**src/rtl/fd_pkg.sv**
```systemverilog
package fd_pkg;
  typedef enum logic [1:0] {
    ST_IDLE = 2'd0,
    ST_RUN  = 2'd1,
    ST_FIN  = 2'd2
  } fd_state_e;
endpackage

```
**src/rtl/fd_sequencer.sv**
```systemverilog
module fd_sequencer
  import fd_pkg::*;
#(
  parameter int unsigned WIN_LEN = 200000,
  parameter int unsigned REPS    = 5
) (
  input  logic clk_i,
  input  logic rst_ni,
  input  logic start_i,
  input  logic samp_en_i,
  output logic clr_o,
  output logic take_o,
  output logic tone_o,
  output logic fin_o
);
  localparam int unsigned NWIN = 2 * REPS;
  localparam int unsigned SW   = $clog2(WIN_LEN);
  localparam int unsigned WW   = $clog2(NWIN);

  fd_state_e   state_q;
  logic [SW-1:0] samp_cnt_q;
  logic [WW-1:0] win_cnt_q;
  logic          tone_q;
  logic          win_end;

  assign clr_o   = (state_q == ST_IDLE) && start_i;
  assign take_o  = (state_q == ST_RUN) && samp_en_i;
  assign win_end = take_o && (samp_cnt_q == SW'(WIN_LEN - 1));
  assign tone_o  = tone_q;
  assign fin_o   = (state_q == ST_FIN);

  always_ff @(posedge clk_i or negedge rst_ni) begin
    if (!rst_ni) begin
      state_q    <= ST_IDLE;
      samp_cnt_q <= '0;
      win_cnt_q  <= '0;
      tone_q     <= 1'b0;
    end else begin
      case (state_q)
        ST_IDLE: if (start_i) begin
          state_q    <= ST_RUN;
          samp_cnt_q <= '0;
          win_cnt_q  <= '0;
          tone_q     <= 1'b0;
        end
        ST_RUN: if (take_o) begin
          if (win_end) begin
            samp_cnt_q <= '0;
            tone_q     <= ~tone_q;
            if (win_cnt_q == WW'(NWIN - 1)) state_q <= ST_FIN;
            else win_cnt_q <= win_cnt_q + 1'b1;
          end else begin
            samp_cnt_q <= samp_cnt_q + 1'b1;
          end
        end
        default: state_q <= ST_IDLE;
      endcase
    end
  end


  tone_edge_chk: assert property (@(posedge clk_i) disable iff (!rst_ni)
    (tone_q != $past(tone_q)) |-> $past(win_end));

  samp_range_chk: assert property (@(posedge clk_i) disable iff (!rst_ni)
    samp_cnt_q < SW'(WIN_LEN));

  fin_once_chk: assert property (@(posedge clk_i) disable iff (!rst_ni)
    fin_o |=> !fin_o);
endmodule

```
**src/rtl/fd_accum.sv**
```systemverilog
module fd_accum #(
  parameter int unsigned AW    = 20,
  parameter int unsigned LIMIT = 1000000
) (
  input  logic          clk_i,
  input  logic          rst_ni,
  input  logic          clr_i,
  input  logic          take_i,
  input  logic          tone_i,
  input  logic          bit_i,
  output logic [AW-1:0] tot_lo_o,
  output logic [AW-1:0] tot_hi_o
);
  logic [AW-1:0] tot_q [2];

  for (genvar t = 0; t < 2; t++) begin : g_tot
    always_ff @(posedge clk_i or negedge rst_ni) begin
      if (!rst_ni)                                    tot_q[t] <= '0;
      else if (clr_i)                                 tot_q[t] <= '0;
      else if (take_i && bit_i && (tone_i == 1'(t)))  tot_q[t] <= tot_q[t] + 1'b1;
    end


    no_overflow_chk: assert property (@(posedge clk_i) disable iff (!rst_ni)
      tot_q[t] <= AW'(LIMIT));
  end

  assign tot_lo_o = tot_q[0];
  assign tot_hi_o = tot_q[1];
endmodule

```
**src/rtl/fd_score.sv**
```systemverilog
module fd_score #(
  parameter int unsigned AW    = 20,
  parameter int unsigned FIT_W = 12,
  parameter int unsigned LIMIT = 1000000
) (
  input  logic             clk_i,
  input  logic             rst_ni,
  input  logic             fin_i,
  input  logic [AW-1:0]    tot_lo_i,
  input  logic [AW-1:0]    tot_hi_i,
  output logic [FIT_W-1:0] fit_o,
  output logic             done_o
);
  localparam int unsigned PW = AW + FIT_W;
  localparam logic [PW-1:0] FULL  = PW'((64'd1 << FIT_W) - 1);
  localparam logic [PW-1:0] DENOM = PW'(LIMIT);

  logic [AW-1:0]    diff;
  logic [PW-1:0]    prod;
  logic [PW-1:0]    quot;
  logic [FIT_W-1:0] fit_q;
  logic             done_q;

  assign diff = (tot_lo_i >= tot_hi_i) ? tot_lo_i - tot_hi_i : tot_hi_i - tot_lo_i;
  assign prod = PW'(diff) * FULL;
  assign quot = prod / DENOM;

  always_ff @(posedge clk_i or negedge rst_ni) begin
    if (!rst_ni) begin
      fit_q  <= '0;
      done_q <= 1'b0;
    end else begin
      done_q <= fin_i;
      if (fin_i) fit_q <= quot[FIT_W-1:0];
    end
  end

  assign fit_o  = fit_q;
  assign done_o = done_q;


  done_pulse_chk: assert property (@(posedge clk_i) disable iff (!rst_ni)
    done_q |=> !done_q);

  fit_hold_chk: assert property (@(posedge clk_i) disable iff (!rst_ni)
    !done_q |-> $stable(fit_q));
endmodule

```
**src/rtl/fd_fitness.sv**
```systemverilog
module fd_fitness #(
  parameter int unsigned WIN_LEN = 200000,
  parameter int unsigned REPS    = 5,
  parameter int unsigned FIT_W   = 12
) (
  input  logic             clk_i,
  input  logic             rst_ni,
  input  logic             start_i,
  input  logic             samp_en_i,
  input  logic             dut_bit_i,
  output logic             tone_sel_o,
  output logic [FIT_W-1:0] fit_o,
  output logic             done_o
);
  localparam int unsigned LIMIT = REPS * WIN_LEN;
  localparam int unsigned AW    = $clog2(LIMIT + 1);

  logic          clr, take, fin;
  logic [AW-1:0] tot_lo, tot_hi;

  fd_sequencer #(.WIN_LEN(WIN_LEN), .REPS(REPS)) u_seq (
    .clk_i(clk_i), .rst_ni(rst_ni), .start_i(start_i), .samp_en_i(samp_en_i),
    .clr_o(clr), .take_o(take), .tone_o(tone_sel_o), .fin_o(fin)
  );

  fd_accum #(.AW(AW), .LIMIT(LIMIT)) u_acc (
    .clk_i(clk_i), .rst_ni(rst_ni), .clr_i(clr), .take_i(take),
    .tone_i(tone_sel_o), .bit_i(dut_bit_i), .tot_lo_o(tot_lo), .tot_hi_o(tot_hi)
  );

  fd_score #(.AW(AW), .FIT_W(FIT_W), .LIMIT(LIMIT)) u_score (
    .clk_i(clk_i), .rst_ni(rst_ni), .fin_i(fin), .tot_lo_i(tot_lo),
    .tot_hi_i(tot_hi), .fit_o(fit_o), .done_o(done_o)
  );


  done_after_fin_chk: assert property (@(posedge clk_i) disable iff (!rst_ni)
    done_o |-> $past(fin));

  idle_quiet_chk: assert property (@(posedge clk_i) disable iff (!rst_ni)
    (!take && !clr && !fin) |=> ($stable(tot_lo) && $stable(tot_hi)));
endmodule

```
**config.mk**
```make
export PLATFORM = sky130hd
export DESIGN_NAME = fd_fitness
export DESIGN_NICKNAME = d
export VERILOG_FILES = /design/src/rtl/fd_pkg.sv /design/src/rtl/fd_sequencer.sv /design/src/rtl/fd_accum.sv /design/src/rtl/fd_score.sv /design/src/rtl/fd_fitness.sv
export SDC_FILE = /design/constraint.sdc
export NUM_CORES = 1
export LEC_CHECK = 0
export BUFFER_PORTS_ARGS = -buffer_cell sky130_fd_sc_hd__buf_4
export CAP_MARGIN = 20
export CORE_ASPECT_RATIO = 0.6
export CORE_MARGIN = 5
export CORE_UTILIZATION = 55
export CTS_BUF_LIST = sky130_fd_sc_hd__clkbuf_16
export DETAILED_ROUTE_END_ITERATION = 10
export PLACE_DENSITY = 0.72
export SLEW_MARGIN = 25
export SYNTH_ARGS = -nofsm -noshare
export SYNTH_HDL_FRONTEND = slang
export SYNTH_SLANG_ARGS = --single-unit
export TNS_END_PERCENT = 20
```
**constraint.sdc**
```tcl
create_clock -name clk_i -period 24.5 [get_ports clk_i]
set_input_delay 2.45 -clock clk_i [delete_from_list [all_inputs] [get_ports clk_i]]
set_output_delay 2.45 -clock clk_i [all_outputs]
set_load 0.1 [all_outputs]
```
Yosys cells after proc, flatten, opt, wreduce, memory -nomap -nowiden
Index checks and enable logic that the tools add are counted.
- flip-flop bits (word level): 78
- bits of input ports: 5
- memories kept: 0
- output and inout bits: 14
- bits in latches: 0
- ROM bits: 0
- RAM bits: 0
- add/subtract/negate cells: 6
- shifts and indexed selects: 0
- order comparisons: 1
- bitwise operators: 1
- divide/modulo/power cells: 1
- $mul: 1
- reductions and logical operators: 14
- eq/ne operators: 9
- muxes and demuxes: 23
- operator list (kind ; number):
    two-way mux 20 bit ; 5
    two-way mux 18 bit ; 3
    adder 20 x 1 -> 20 bit, second input constant ; 2
    subtractor 20 bit ; 2
    one-hot mux 18 bit (2 select lines) ; 1
    divider 32 x 20 -> 32 bit, second input constant ; 1
    multiplier 20 x 12 -> 32 bit, second input constant ; 1
    greater-or-equal comparator 20 bit ; 1
    adder 18 x 1 -> 18 bit, second input constant ; 1
    == test 18 bit, second input constant ; 1
    two-way mux 4 bit ; 4
    two-way mux 2 bit ; 4
    one-hot mux 4 bit (2 select lines) ; 1
    AND reduction 4 bit ; 2
    logical AND 1 bit ; 6
    inequality test 2 bit, second input constant ; 3
    nonzero test 2 bit ; 3
    AND reduction 5 bit ; 1
    adder 4 x 1 -> 4 bit, second input constant ; 1
    == test 4 bit, second input constant ; 1
    inequality test 2 x 1 -> 1 bit, second input constant ; 2
    one-hot mux 2 bit (2 select lines) ; 1
    two-way mux 1 bit ; 3
    AND reduction 3 bit ; 1
    other kinds (5) ; 5

Depth between registers and ports, before layout
- depth in word-level cells: 6
- gate-level depth with buffers: 88
- gate-level depth less buffers: 75

By module
A second synthesis with hierarchy kept.
- cell total of the unflattened synthesis: 2233
- area, all modules: 18026.0 um^2
- by module, submodules not included (module ; area an instance (um^2) ; instances ; cells an instance ; sequential area each (um^2)):
    fd_score ; 14642.8 ; 1 ; 1879 ; 325.3
    fd_accum ; 2006.9 ; 1 ; 208 ; 1001.0
    fd_sequencer ; 1376.3 ; 1 ; 146 ; 625.6

Least setup slack after synthesis
OpenSTA, ideal clock, no wires.
- kind: reg-to-reg
- start: register u_acc.tot_q, in the netlist u_acc.tot_lo_o[11]
- end: register u_score.fit_q[0] (netlist: u_score.fit_o[0])
- stages on the path, launching flop included: 76
- period minus slack after synthesis: 19787 ps
- slack: 4713 ps
- setup time: 111 ps
- data arrival time: 19676 ps
- cell sequence: dfrtp_1 > inv_1 > ha_1 > clkbuf_1 > a21oi_1 > o21ai_0 > a221oi_1 > o31ai_1 > o21ai_0 > nand2_1 > a21oi_1 > clkbuf_1 > clkbuf_1 > o21ai_0 > xnor2_1 > fa_1 > inv_1 > fa_1 > (+40 left out) > nor3_2 > a21oi_4 > a222oi_1 > nor4_1 > and4bb_1 > a31oi_4 > buf_4 > a31oi_1 > nor4b_4 > o31ai_2 > o21ai_1 > o311ai_1 > or3b_1 > o211ai_2 > a2111oi_1 > or4_1 > o2111a_1 > a2111oi_2
- word-level cells in the longest chain between the ends: 4
- elaborated cells on any way between the ends: 6
- ends and longest elaborated chain (what ; RTL line ; source):
    from (decl) ; fd_accum.sv:14 ; logic [AW-1:0] tot_q [2];
    from (signal, indexed assignment) ; fd_accum.sv:20 ; else if (take_i && bit_i && (tone_i == 1'(t))) tot_q[t] <= tot_q[t] + 1'b1;
    subtractor 20 bit or greater-or-equal comparator 20 bit (tied branches) ; fd_score.sv:24 ; assign diff = (tot_lo_i >= tot_hi_i) ? tot_lo_i - tot_hi_i : tot_hi_i - tot_lo_i;
    two-way mux 20 bit (*) ; fd_score.sv:24 ;
    multiplier 20 x 12 -> 32 bit (*) ; fd_score.sv:25 ; assign prod = PW'(diff) * FULL;
    divider 32 x 20 -> 32 bit (*) ; fd_score.sv:26 ; assign quot = prod / DENOM;
    to (signal assigned) ; fd_score.sv:34 ; if (fin_i) fit_q <= quot[FIT_W-1:0];
    to (decl) ; fd_score.sv:21 ; logic [FIT_W-1:0] fit_q;
Every way passes the cells marked *; elsewhere a longest branch is shown, timed or not.
A chain may end at the register's enable or synchronous reset.

Worst setup path in the final report
Ends and elaborated chain as after synthesis.

==> results.txt <==
Outcome - finished, final reports clean
Placed wire-length estimate - 45200 um
Via count - 18300
Die area - 37800 sq um
Largest net degree at the start of global routing - 79
Slowest stage delay, CP - 0.72 ns
Final global-route overflow total - 0
Final Wtd Congestion - 0.980
YS warnings - 0
Ratio of cells with drive above 1 in the final layout - 8.70%
Port Buffers - 18
Slowest-stage cell, CP - a2111oi_1
Post-layout min period - 23.33 ns
Initial Util - 55.6%
Final hold violation count - 0
Clock buffer depth - 2
Overall routed net length - 55400 um
Cts bufs inserted - 9
Area delta synth->final - 4.16%
First-pass GRT wire length - 90300 um
Slew HR - 26.4%
Gr usage total - 28.7%
WL/cell - 19.9 um
Final net count - 2565
H-tree Lvls - 3
Setup Viol. Count Final - 0
Final core occ - 57.9%
Required @ worst endpoint - 24.76 ns
Clock slew at reported path FFs - 0.07 ns
Number of remaining DRC errors - 0
CP Launch Type - flip-flop
DIE HEIGHT - 153 um
Yosys cell types - 136
Core area - 33600 sq um
Synthesized cell area - 18700 sq um
Ys flop type - dfrtp_1
Post-synth ARST share - 100%
Slew @ Worst Pin - 1.10 ns
Ant. Diodes - 0
CTS tree - yes
Count leader, synth - inv_1
Top post-synthesis cells by area - fa_1, dfrtp_1, ha_1
DR vias/cell - 6.57
Clk Latency, worst-skew pair - 0.36 ns
Design Area, Final - 19400 sq um
# rows - 52
1st-pass router iterations - 6
Post-synth EDFFs - 0
Crit Path Class - flip-flop to flip-flop
#FFs+latches synth - 78
Critical Path Most Common Cell - fa_1
Avg Cell Area, Syn - 7.89 sq um
Placed cell areas - 19000 sq um
Total negative slack - 0 ns
Initial antenna violation count - 0
Syn_nets - 2603
Clock skew - 0.0121 ns
Clock sink count - 78
CP endpoint kind - flip-flop
Max Cap Viol - 0
Largest area contributor in the synthesized netlist - fa_1
Yosys top cell area share - 13.4%
Count of final max-slew check failures - 0
Remaining antenna violation count - 0
Fmax - 42.9 MHz
Vias in the first global route - 16600
DIE WIDTH - 248 um
Hold WC Path Type - flip-flop to flip-flop
Top Ports - 19
Critical path arrival - 23.58 ns
Register area share after synthesis - 10.5%
Synth Instances - 2365
Clk root buf - clkbuf_16
Initial DRC count - 1951
Crit Path Max Fanout - 25
Post-synth top cells - inv_1, nor2_1, nand2_1
Fin crit share - 95.2%
worst max-delay path: cells and delay by family (launching register included):
kind | cells | cell delay [ns]
compound gates | 37 | 10.66
simple gates | 16 | 5.49
fa+ha+maj | 7 | 3.56
mux | 4 | 1.69
buf+inv | 5 | 0.74
xor+xnor | 2 | 0.61
flops | 1 | 0.44
layout make-up:
| type | count | area, sq um |
|---|---|---|
| timing repair buffer | 36 | 274 |
| sequential | 78 | 1950 |
| clock buffer | 9 | 225 |
| fill | 3083 | 14100 |
| inverter | 243 | 912 |
| multi-input combinational | 1959 | 15400 |
| tap | 459 | 574 |
| clock inverter | 7 | 67.6 |
state kept, by name (all words and copies together), names as in the netlist:
| name | flops |
|---|---|
| u_seq.tone_o | 1 |
| u_seq.samp_cnt_q | 18 |
| u_seq.win_cnt_q | 4 |
| u_score.done_o | 1 |
| u_acc.tot_hi_o | 20 |
| u_acc.tot_lo_o | 20 |
| u_seq.state_q | 2 |
| u_score.fit_o | 12 |
kinds of logic after synthesis:
group / Yosys count / share of synthesized area [%]
xor gates and xnor gates: 183 / 8.63
adders and majority gates: 245 / 21.3
DFF: 78 / 10.5
muxes: 57 / 3.25
buffers and inverters: 328 / 7.35
and+or+nand+nor: 780 / 21.1
AOI/OAI and AO/OA: 694 / 27.9
worst paths after layout:
| check | start | endpoint | slack, ns | cells past startpoint |
|---|---|---|---|---|
| hold reg to reg | u_seq.samp_cnt_q[0]$_DFFE_PN0P_ | u_seq.samp_cnt_q[0]$_DFFE_PN0P_ | 0.53 | 1 |
| setup / recovery | u_acc.tot_lo_o[11]$_DFFE_PN0P_ | u_score.fit_o[0]$_DFFE_PN0P_ | 1.17 | 71 |
| hold / removal | u_seq.samp_cnt_q[0]$_DFFE_PN0P_ | u_seq.samp_cnt_q[0]$_DFFE_PN0P_ | 0.53 | 1 |
| setup reg to reg | u_acc.tot_lo_o[11]$_DFFE_PN0P_ | u_score.fit_o[0]$_DFFE_PN0P_ | 1.17 | 71 |
| min in group asynchronous | rst_ni | u_seq.samp_cnt_q[0]$_DFFE_PN0P_ | 2.10 | 1 |
| max in group asynchronous | rst_ni | u_acc.tot_hi_o[16]$_DFFE_PN0P_ | 21.87 | 1 |
layer usage:
layer	wire length, um	GRT usage, %	part of all wire (%)
met3	6460	7.43	12
met2	21000	37.1	38
met4	447	2.75	0.81
met1	27500	48.2	50
met5	0	0	0
cell usage in the layout, fill, tap and decap left out, types with 32 or more instances in the layout:
cell type  count
a211oi_1      35
a21o_1        42
a21oi_1      137
buf_4         35
dfrtp_1       78
fa_1         125
ha_1         108
inv_1        243
mux2i_1       36
nand2_1      192
nand3_1       78
nand4_1       39
nor2_1       196
nor3_1        71
o21ai_0      106
o31ai_1       32
xnor2_1      133
xor2_1        48
metrics by stage:
stage	hold WS (ns)	instances	setup WS, ns
2_1_floorplan	0.471	2365	4.71
3_3_place_gp	0.509	2773	1.50
3_5_place_dp	0.516	2773	0.787
4_1_cts	0.527	2789	0.780
5_1_grt	0.548	2791	-0.0174
6_report	0.529	2791	1.17
timing repair:
action / CTS / global route
setup endpoints to repair: 0 / 2
resized for setup: 0 / 18
buffers inserted: 0 / 2
hold buffers: 0 / 0
Power is left out: the tool's default activity adds up to more than one toggle a clock period on the data nets, which glitch-free logic cannot reach.
